`config.mk`:
```
export PLATFORM = sky130hd
export DESIGN_NAME = rtc_bus_port
export DESIGN_NICKNAME = d
export VERILOG_FILES = /design/src/rtl/rtc_bus_port_pkg.sv /design/src/rtl/rtc_line_filter.sv /design/src/rtl/rtc_bus_events.sv /design/src/rtl/rtc_xfer_ctrl.sv /design/src/rtl/rtc_bus_port.sv
export SDC_FILE = /design/constraint.sdc
export NUM_CORES = 1
export LEC_CHECK = 0
export BUFFER_PORTS_ARGS = -buffer_cell sky130_fd_sc_hd__buf_2
export CORE_MARGIN = 10
export CORE_UTILIZATION = 61
export CTS_CLUSTER_SIZE = 20
export DETAILED_ROUTE_END_ITERATION = 12
export PLACE_DENSITY = 0.84
export SYNTH_ARGS = -nofsm -noshare
export SYNTH_HDL_FRONTEND = slang
export SYNTH_SLANG_ARGS = --single-unit
export TNS_END_PERCENT = 1
```
`constraint.sdc`:
```
create_clock -name clk -period 4 [get_ports clk]
set_input_delay 0 -clock clk [delete_from_list [all_inputs] [get_ports clk]]
set_output_delay 0 -clock clk [all_outputs]
set_load 0.005 [all_outputs]
```
`src/rtl/rtc_bus_port_pkg.sv`:
```
package rtc_bus_port_pkg;

    // Transfer controller states
    typedef enum logic [3:0] {
        XS_IDLE,
        XS_DEV,
        XS_ACK_DEV,
        XS_PTR,
        XS_ACK_PTR,
        XS_WDATA,
        XS_ACK_WDATA,
        XS_RLOAD,
        XS_RDATA,
        XS_RACK
    } xfer_state_e;

    // Events decoded from the cleaned bus lines
    typedef struct packed {
        logic start;
        logic stop;
        logic scl_rise;
        logic scl_fall;
        logic sda;
    } bus_evt_t;

    function automatic logic vote3(input logic [2:0] s);
        return (s[0] & s[1]) | (s[0] & s[2]) | (s[1] & s[2]);
    endfunction

endpackage

```
`src/rtl/rtc_line_filter.sv`:
```
module rtc_line_filter #(
    parameter int SYNC_STAGES = 2
) (
    input  logic clk,
    input  logic rst,
    input  logic raw,
    output logic clean
);
    import rtc_bus_port_pkg::*;

    logic [SYNC_STAGES-1:0] sync_q;
    logic [2:0]             taps_q;

    always_ff @(posedge clk) begin
        if (rst) begin
            sync_q <= '1;
            taps_q <= '1;
            clean  <= 1'b1;
        end else begin
            sync_q <= {sync_q[SYNC_STAGES-2:0], raw};
            taps_q <= {taps_q[1:0], sync_q[SYNC_STAGES-1]};
            clean  <= vote3(taps_q);
        end
    end

    // A vote output can only flip when the taps hold a majority of the new level
    p_vote_follows_r10: assert property (@(posedge clk) disable iff (rst)
        (clean != $past(clean)) |-> ($past(taps_q[1]) == clean || $past(taps_q[0]) == clean));

endmodule

```
`src/rtl/rtc_bus_events.sv`:
```
module rtc_bus_events (
    input  logic                        clk,
    input  logic                        rst,
    input  logic                        scl,
    input  logic                        sda,
    output rtc_bus_port_pkg::bus_evt_t  evt
);
    logic scl_q, sda_q;

    always_ff @(posedge clk) begin
        if (rst) begin
            scl_q <= 1'b1;
            sda_q <= 1'b1;
        end else begin
            scl_q <= scl;
            sda_q <= sda;
        end
    end

    always_comb begin
        evt.scl_rise = scl & ~scl_q;
        evt.scl_fall = ~scl & scl_q;
        evt.start    = scl & scl_q & sda_q & ~sda;
        evt.stop     = scl & scl_q & ~sda_q & sda;
        evt.sda      = sda;
    end

endmodule

```
`src/rtl/rtc_xfer_ctrl.sv`:
```
module rtc_xfer_ctrl #(
    parameter logic [6:0] DEV_ADDR = 7'h68,
    parameter int         PTR_W    = 3,
    parameter int         DATA_W   = 8
) (
    input  logic                       clk,
    input  logic                       rst,
    input  logic                       fail,
    input  rtc_bus_port_pkg::bus_evt_t evt,
    output logic                       sda_low,
    output logic                       wr_en,
    output logic [PTR_W-1:0]           wr_addr,
    output logic [DATA_W-1:0]          wr_data,
    output logic [PTR_W-1:0]           rd_addr,
    input  logic [DATA_W-1:0]          rd_data,
    output logic                       busy
);
    import rtc_bus_port_pkg::*;

    localparam int CNT_W = $clog2(DATA_W + 1);
    localparam logic [CNT_W-1:0] FULL = CNT_W'(DATA_W);
    localparam logic [CNT_W-1:0] LAST = CNT_W'(DATA_W - 1);
    localparam logic [PTR_W-1:0] CTRL_IDX = {PTR_W{1'b1}};

    xfer_state_e       state;
    logic [DATA_W-1:0] shreg;
    logic [CNT_W-1:0]  bitcnt;
    logic [PTR_W-1:0]  ptr;
    logic              rw_q;
    logic              host_ack;

    always_ff @(posedge clk) begin
        if (rst || fail) begin
            state    <= XS_IDLE;
            shreg    <= '0;
            bitcnt   <= '0;
            ptr      <= '0;
            rw_q     <= 1'b0;
            host_ack <= 1'b0;
            wr_en    <= 1'b0;
            wr_addr  <= '0;
            wr_data  <= '0;
        end else begin
            wr_en <= 1'b0;
            if (evt.start) begin
                state  <= XS_DEV;
                bitcnt <= '0;
            end else if (evt.stop) begin
                state <= XS_IDLE;
            end else begin
                unique case (state)
                    XS_DEV, XS_PTR, XS_WDATA: begin
                        if (evt.scl_rise && bitcnt != FULL) begin
                            shreg  <= {shreg[DATA_W-2:0], evt.sda};
                            bitcnt <= bitcnt + 1'b1;
                        end else if (evt.scl_fall && bitcnt == FULL) begin
                            if (state == XS_DEV) begin
                                if (shreg[DATA_W-1:DATA_W-7] == DEV_ADDR) begin
                                    rw_q  <= shreg[0];
                                    state <= XS_ACK_DEV;
                                end else begin
                                    state <= XS_IDLE;
                                end
                            end else if (state == XS_PTR) begin
                                ptr   <= shreg[PTR_W-1:0];
                                state <= XS_ACK_PTR;
                            end else begin
                                wr_en   <= 1'b1;
                                wr_addr <= ptr;
                                wr_data <= shreg;
                                state   <= XS_ACK_WDATA;
                            end
                        end
                    end
                    XS_ACK_DEV: if (evt.scl_fall) begin
                        bitcnt <= '0;
                        state  <= rw_q ? XS_RLOAD : XS_PTR;
                    end
                    XS_ACK_PTR: if (evt.scl_fall) begin
                        bitcnt <= '0;
                        state  <= XS_WDATA;
                    end
                    XS_ACK_WDATA: if (evt.scl_fall) begin
                        ptr    <= ptr + 1'b1;
                        bitcnt <= '0;
                        state  <= XS_WDATA;
                    end
                    XS_RLOAD: begin
                        shreg  <= rd_data;
                        bitcnt <= '0;
                        state  <= XS_RDATA;
                    end
                    XS_RDATA: if (evt.scl_fall) begin
                        if (bitcnt == LAST) begin
                            state <= XS_RACK;
                        end else begin
                            shreg  <= {shreg[DATA_W-2:0], 1'b1};
                            bitcnt <= bitcnt + 1'b1;
                        end
                    end
                    XS_RACK: begin
                        if (evt.scl_rise) host_ack <= ~evt.sda;
                        if (evt.scl_fall) begin
                            if (host_ack) begin
                                ptr   <= ptr + 1'b1;
                                state <= XS_RLOAD;
                            end else begin
                                state <= XS_IDLE;
                            end
                        end
                    end
                    default: ;
                endcase
            end
        end
    end

    always_comb begin
        sda_low = (state == XS_ACK_DEV) || (state == XS_ACK_PTR) || (state == XS_ACK_WDATA)
                  || (state == XS_RDATA && !shreg[DATA_W-1]);
        busy    = ((state == XS_ACK_DEV && rw_q) || state == XS_RLOAD ||
                   state == XS_RDATA || state == XS_RACK) && (ptr != CTRL_IDX);
        rd_addr = ptr;
    end

    p_wr_single_r2: assert property (@(posedge clk) disable iff (rst)
        wr_en |=> !wr_en);

    p_fail_quiet_r8: assert property (@(posedge clk) disable iff (rst)
        fail |=> (!sda_low && !wr_en && !busy));

    p_busy_no_write_r9: assert property (@(posedge clk) disable iff (rst)
        busy |-> !wr_en);

    p_ptr_step_r7: assert property (@(posedge clk) disable iff (rst)
        (!$past(rst) && !$past(fail) && $past(state) != XS_PTR) |->
        (ptr == $past(ptr) || ptr == PTR_W'($past(ptr) + 1'b1)));

    p_stop_release_r10: assert property (@(posedge clk) disable iff (rst)
        (evt.stop && !fail) |=> !sda_low);

endmodule

```
`src/rtl/rtc_bus_port.sv`:
```
module rtc_bus_port #(
    parameter logic [6:0] DEV_ADDR    = 7'h68,
    parameter int         PTR_W       = 3,
    parameter int         DATA_W      = 8,
    parameter int         SYNC_STAGES = 2
) (
    input  logic              clk,
    input  logic              rst,
    input  logic              scl_in,
    input  logic              sda_in,
    input  logic              supply_fail,
    output logic              sda_pull_low,
    output logic              reg_wr_en,
    output logic [PTR_W-1:0]  reg_wr_addr,
    output logic [DATA_W-1:0] reg_wr_data,
    output logic [PTR_W-1:0]  reg_rd_addr,
    input  logic [DATA_W-1:0] reg_rd_data,
    output logic              rd_busy
);
    import rtc_bus_port_pkg::*;

    localparam int LINES = 2;

    logic [LINES-1:0] raw_lines;
    logic [LINES-1:0] clean_lines;
    bus_evt_t         evt;

    assign raw_lines = {sda_in, scl_in};

    for (genvar g = 0; g < LINES; g++) begin : g_line
        rtc_line_filter #(.SYNC_STAGES(SYNC_STAGES)) u_filt (
            .clk   (clk),
            .rst   (rst),
            .raw   (raw_lines[g]),
            .clean (clean_lines[g])
        );
    end

    rtc_bus_events u_evt (
        .clk (clk),
        .rst (rst),
        .scl (clean_lines[0]),
        .sda (clean_lines[1]),
        .evt (evt)
    );

    rtc_xfer_ctrl #(
        .DEV_ADDR (DEV_ADDR),
        .PTR_W    (PTR_W),
        .DATA_W   (DATA_W)
    ) u_ctrl (
        .clk     (clk),
        .rst     (rst),
        .fail    (supply_fail),
        .evt     (evt),
        .sda_low (sda_pull_low),
        .wr_en   (reg_wr_en),
        .wr_addr (reg_wr_addr),
        .wr_data (reg_wr_data),
        .rd_addr (reg_rd_addr),
        .rd_data (reg_rd_data),
        .busy    (rd_busy)
    );

    p_reset_idle_r11: assert property (@(posedge clk)
        $past(rst) |-> (!sda_pull_low && !reg_wr_en && !rd_busy && reg_rd_addr == '0));

endmodule

```
# --- Yosys cells after proc, flatten, opt, wreduce, memory -nomap -nowiden ---
# Index checks and enable logic that the tools add are counted.
totals:
  register_bits: 47
  inputBits: 13
  output_inout_bits: 17
  elab_cells: 148
op_classes:
  reduce_logical: 32
  addsub: 2
  bitwise_logic: 28
  muxes: 33
  n_eq_ne: 35
ops:
  columns: ["operator", "count"]
  rows:
  - ["$mux W4", 12]
  - ["$mux W3", 9]
  - ["$mux W8", 3]
  - ["$pmux W4 S6", 1]
  - ["$pmux W8 S3", 1]
  - ["$ne A2 B1 Y1 const B", 11]
  - ["$eq A4 B3 Y1 const B", 5]
  - ["$ne A4 B3 Y1 const B", 5]
  - ["$pmux W4 S4", 1]
  - ["$reduce_and A8 Y1", 2]
  - ["$reduce_and A7 Y1", 2]
  - ["$and A1 B1 Y1", 13]
  - ["$eq A4 B4 Y1 const B", 3]
  - ["$reduce_and A6 Y1", 2]
  - ["$not A1 Y1", 11]
  - ["$reduce_and A10 Y1", 1]
  - ["$pmux W3 S3", 1]
  - ["$reduce_or A3 Y1", 3]
  - ["$eq A4 B2 Y1 const B", 2]
  - ["$ne A4 B4 Y1 const B", 2]
  - ["$reduce_bool A8 Y1", 1]
  - ["$eq A7 B7 Y1 const B", 1]
  - ["$logic_or A1 B1 Y1", 7]
  - ["$reduce_or A7 Y1", 1]
  - ["other kinds (16)", 30]

# --- Depth between registers and ports, before layout ---
depth:
  ltp_word: 8
  ltp_mapped: 9
  mapped_depth_nobuf: 7

# --- Hierarchy ---
# A second synthesis with hierarchy kept.
unflattened:
  cells_unflattened: 264
  hier_area_um2: 2377.3
modules_own_cells:
  columns: ["mod", "seq_area_each_um2", "cells_each", "area_each_um2", "instances"]
  rows:
  - ["rtc_xfer_ctrl", 660.6, 227, 1939.4, 1]
  - ["rtc_line_filter", 120.1, 14, 172.7, 2]
  - ["rtc_bus_events", 40.0, 9, 92.6, 1]

# --- Worst setup path after synthesis ---
# Ideal clock, no wire load.
synth_path:
  path_kind: "register to register"
  from: "register u_ctrl.state[3]"
  to: "register u_ctrl.shreg[7]"
  stages_incl_launch_ff: 8
  t_arrival_ps: 1941
  synth_period_minus_slack_ps: 2020
  setup_slack_ps: 1980
  n_path_buf: 2
  required_ps: 3921
  setup_ps: 79
  cell_sequence: "dfxtp_1 -> or3b_1 -> clkbuf_2 -> o41a_1 -> a211oi_4 -> buf_6 -> nor2_2 -> a211oi_2"
synth_between:
  elab_chain_cells: 4
  elab_cells_between_ends: 12
  cone_classes: "eq/ne (8); mux (1); reduce/logical (3)"
synth_lines:
  columns: ["item", "line", "text"]
  rows:
  - ["start, declared", "rtc_xfer_ctrl.sv:25", "xfer_state_e state;"]
  - ["start signal, assigned", "rtc_xfer_ctrl.sv:77", "state <= rw_q ? XS_RLOAD : XS_PTR;"]
  - ["$eq A4 B3 Y1 (tied with other cells)", "rtc_xfer_ctrl.sv:51", "unique case (state)"]
  - ["$reduce_or A3 Y1", "rtc_xfer_ctrl.sv:51", null]
  - ["$ne A2 B1 Y1 (no line) / $reduce_bool A3 Y1 (equally long branches)", null, null]
  - ["$reduce_and A6 Y1 (no line)", null, null]
  - ["end signal, assigned", "rtc_xfer_ctrl.sv:54", "shreg <= {shreg[DATA_W-2:0], evt.sda};"]
  - ["end signal, assigned", "rtc_xfer_ctrl.sv:89", "shreg <= rd_data;"]
  - ["end signal, assigned", "rtc_xfer_ctrl.sv:97", "shreg <= {shreg[DATA_W-2:0], 1'b1};"]
  - ["end, declared", "rtc_xfer_ctrl.sv:26", "logic [DATA_W-1:0] shreg;"]
# Parallel ways exist; a longest one is shown, timed or not.
# A chain may end at the register's enable or synchronous reset.

# --- Worst setup path in the final report ---
layout_path:
  from: "register u_ctrl.state[3]"
  to: "register u_ctrl.shreg[4]"
# The elaborated chain is that of the path after synthesis.

==> impl_metrics.yaml <==
run_status:
  status: "finished, final reports clean"
detailed_routing:
  first_iter_violations: 168
  viasPerCell: 6.057
  met1_length_mm: 2.189
  top_layer: "met4"
  wire_per_inst_um: 15.75
  first_pass_iters: 4
  wl_met2_mm: 2.647
  drtAntennaViolNets: 0
  drc: 0
  wl_met3_um: 328
  via_count: 2011
  wl_mm: 5.229
synth:
  yosysSeqAreaShare: 0.4065
  yosysUniqueCellTypes: 56
  syn_avg_cell_area_sq_um: 8.972
  syn_inst: 258
  ys_warn_count: 0
  synth_edf_count: 0
  netlist_area_sq_um: 2315
  synth_nets: 275
  synth_flop_cell: "dfxtp_1"
  ys_async_sr_fraction: 0
  ys_ff_latch: 47
finish:
  seq_area_sq_um: 940.9
  final_nets: 300
  drive_gt1_frac: 0.2007
  multi_input_area_sq_um: 1292
  areaGrowthSynthToFinish_pct: 12.70
  fin_util: 0.7126
  antenna_cells: 0
  fill_cells: 287
sta:
  min_period_ns: 2.527
  fin_setup_tns_ns: 0
  rsz0062_at_grt: "false"
  slew_viol_final: 0
  hold_viol_final: 0
  worstMarginPinSlew_ns: 0.7204
  final-setup-viol-count: 0
  fmax_ghz: 0.3958
  period_share: 0.6316
  fin_skew_ns: 0.01305
  relSlewSlack: 0.5165
critical_path:
  critical-path-slowest-cell: "dfxtp_1"
  cp.arrival_ns: 2.74
  path_max_fanout: 16
  cp_data_required_time_ns: 4.22
  end_kind: "flop"
  cpPeakStageDelay_ns: 0.61
  path_cells: "or3b_1, o41a_1, a211oi_4, nor2_1, a211oi_1"
  worstSetupPathType: "flop to flop"
  start_kind: "flop"
placed_design:
  hpwl_mm: 3.669
  gp_congestion: 0.9272
  portBuffers: 29
power:
  seqPwrFrac: 0.550
  vdd_ir_drop_max_mv: 0.3012
  pwr-share-clk: 0.426
  power_frac_comb: 0.024
  p_per_area_nw_per_um2: 328.6
  p_leak_nw: 1.136
  p_sw_uw: 171.6
  internal_power_uw: 685.7
  switching_share: 0.2002
global_route:
  grt_pass1_wl_mm: 8.638
  grt.total_usage: 0.1594
  grt_pass1_vias: 1865
  grt_overflow: 0
  grt_max_degree: 25
  antenna_found_initial: 0
floorplan:
  die_w_um: 81.60
  start_util: 0.6323
  die_h_um: 81.60
  rows: 22
  io_pins: 30
  die_area_sq_um: 6659
  core_sq_um: 3661
clock_tree:
  tritoncts: "built"
  cts.sinks: 47
  htree_levels: 2
  clkTransAtPathRegs_ns: 0.09
  cts_root_buffer: "clkbuf_8"
  post-cts-setup-buffer-count: 0
  cts_resized: 0
  clk_latency_ns: 0.30
  cts_buffer_depth: 2
  cts_buffers: 5
  cts_hold_buffers: 3
min_path:
  hp-class: "input port to flop"
run:
  max-cap-violations: 0
[kinds of logic after synthesis]
logic type      after synthesis  share of synthesized area
compound gates               68                     0.2070
fa+ha+maj                     4                    0.02162
mux                          23                    0.09946
buf+inv                      19                    0.03513
simple gates                 96                     0.2265
flops                        47                     0.4065
xor+xnor                      1                   0.003784
[registers in the layout, indices dropped and copies added, names as in the netlist]
signal	cells
u_ctrl.wr_en	1
u_ctrl.wr_addr	3
g_line.u_filt.taps_q	6
u_ctrl.shreg	8
u_ctrl.wr_data	8
u_ctrl.bitcnt	4
g_line.u_filt.clean	2
u_ctrl.host_ack	1
u_evt.sda_q	1
u_ctrl.state	4
u_ctrl.rd_addr	3
u_ctrl.rw_q	1
u_evt.scl_q	1
g_line.u_filt.sync_q	4
[power groups by stage]
stage	Clock (mW)	Combinational (mW)	Sequential, mW
after floorplan	0	0.00995	0.482
after global placement	0	0.0178	0.483
after detailed placement	0	0.0182	0.483
after CTS	0.371	0.0205	0.472
after global routing	0.391	0.0228	0.472
final	0.365	0.0207	0.472
[cell usage in the layout, fill, tap and decap left out, types with 2 or more instances in the layout]
cell	netlist	layout
mux2i_1	23	23
inv_1	5	5
a21oi_1	15	15
o21bai_1	2	2
o21ai_0	13	13
ha_1	4	4
nand2b_1	4	4
nor2b_1	4	4
nor2_1	31	31
a211oi_1	8	8
a311oi_1	3	3
nor3_1	4	4
or4b_2	2	2
or3_1	2	2
nand4_1	5	5
a31oi_1	2	2
nor3b_1	2	2
nand2_1	9	9
and2_1	2	2
dfxtp_1	47	47
dlygate4sd3_1	0	3
o21a_1	4	4
nor4b_1	2	2
nand3_1	4	4
buf_2	1	29
o22ai_1	3	3
or2_2	15	15
clkbuf_8	0	6
a32o_1	3	3
o32ai_1	2	2
[worst max-delay path, delay by kind of cell (launching register included)]
family | cells | cell delay, ns
compound gates | 3 | 1.23
simple gates | 2 | 0.59
flops | 1 | 0.61
[Yosys cell counts (3+ instances only)]
| master | number | area share |
|---|---|---|
| a311oi_1 | 3 | 0.011 |
| nand2b_1 | 4 | 0.011 |
| a32o_1 | 3 | 0.013 |
| nor2b_1 | 4 | 0.011 |
| nor3_1 | 4 | 0.0086 |
| o21ai_0 | 13 | 0.028 |
| mux2i_1 | 23 | 0.099 |
| o22ai_1 | 3 | 0.0081 |
| a211oi_1 | 8 | 0.026 |
| nand3_1 | 4 | 0.0086 |
| nand4_1 | 5 | 0.014 |
| or2_2 | 15 | 0.041 |
| dfxtp_1 | 47 | 0.41 |
| ha_1 | 4 | 0.022 |
| nand2_1 | 9 | 0.015 |
| inv_1 | 5 | 0.0081 |
| clkbuf_1 | 10 | 0.016 |
| a21oi_1 | 15 | 0.032 |
| nor2_1 | 31 | 0.050 |
| o21a_1 | 4 | 0.013 |
[path summary, 6_finish.rpt]
| kind | startpoint | end | slack [ns] | cells past startpoint |
|---|---|---|---|---|
| worst max register to register | u_ctrl.state[3] | u_ctrl.shreg[4] | 1.47 | 5 |
| worst min-delay path | reg_rd_data[4] | u_ctrl.shreg[4] | 0.03 | 3 |
| worst max-delay path | u_ctrl.state[3] | u_ctrl.shreg[4] | 1.47 | 5 |
| worst min register to register | g_line[0].u_filt.sync_q[0] | g_line[0].u_filt.sync_q[1] | 0.43 | 1 |
[per-stage QoR]
| stage | setup slack [ns] | total power [mW] | std cells | cell area [sq um] | hold slack [ns] |
|---|---|---|---|---|---|
| 2_1_floorplan | 1.980 | 0.4921 | 258 | 2315 | 0.1038 |
| 3_3_place_gp | 1.619 | 0.5003 | 321 | 2457 | 0.1853 |
| 3_5_place_dp | 1.544 | 0.5007 | 321 | 2457 | 0.1902 |
| 4_1_cts | 1.510 | 0.8629 | 332 | 2609 | 0.03028 |
| 5_1_grt | 1.370 | 0.8857 | 332 | 2609 | 0.03533 |
| 6_report | 1.473 | 0.8573 | 332 | 2609 | 0.03490 |
[metal layers]
layer / up-vias / global-route usage
met2: 60 / 0.2725
met1: 946 / 0.1885
met4: 0 / 0.04422
met5: - / 0
li1: 997 / -
met3: 8 / 0.05022
[layout make-up]
cell class,count,area share
Tap cell,48,0.02302
Sequential cell,47,0.3607
Clock buffer,6,0.03165
Inverter,5,0.007194
Timing Repair Buffer,32,0.06715
Clock inverter,2,0.01487
Multi-Input combinational cell,192,0.4954
Power figures use the tool's default switching activity.
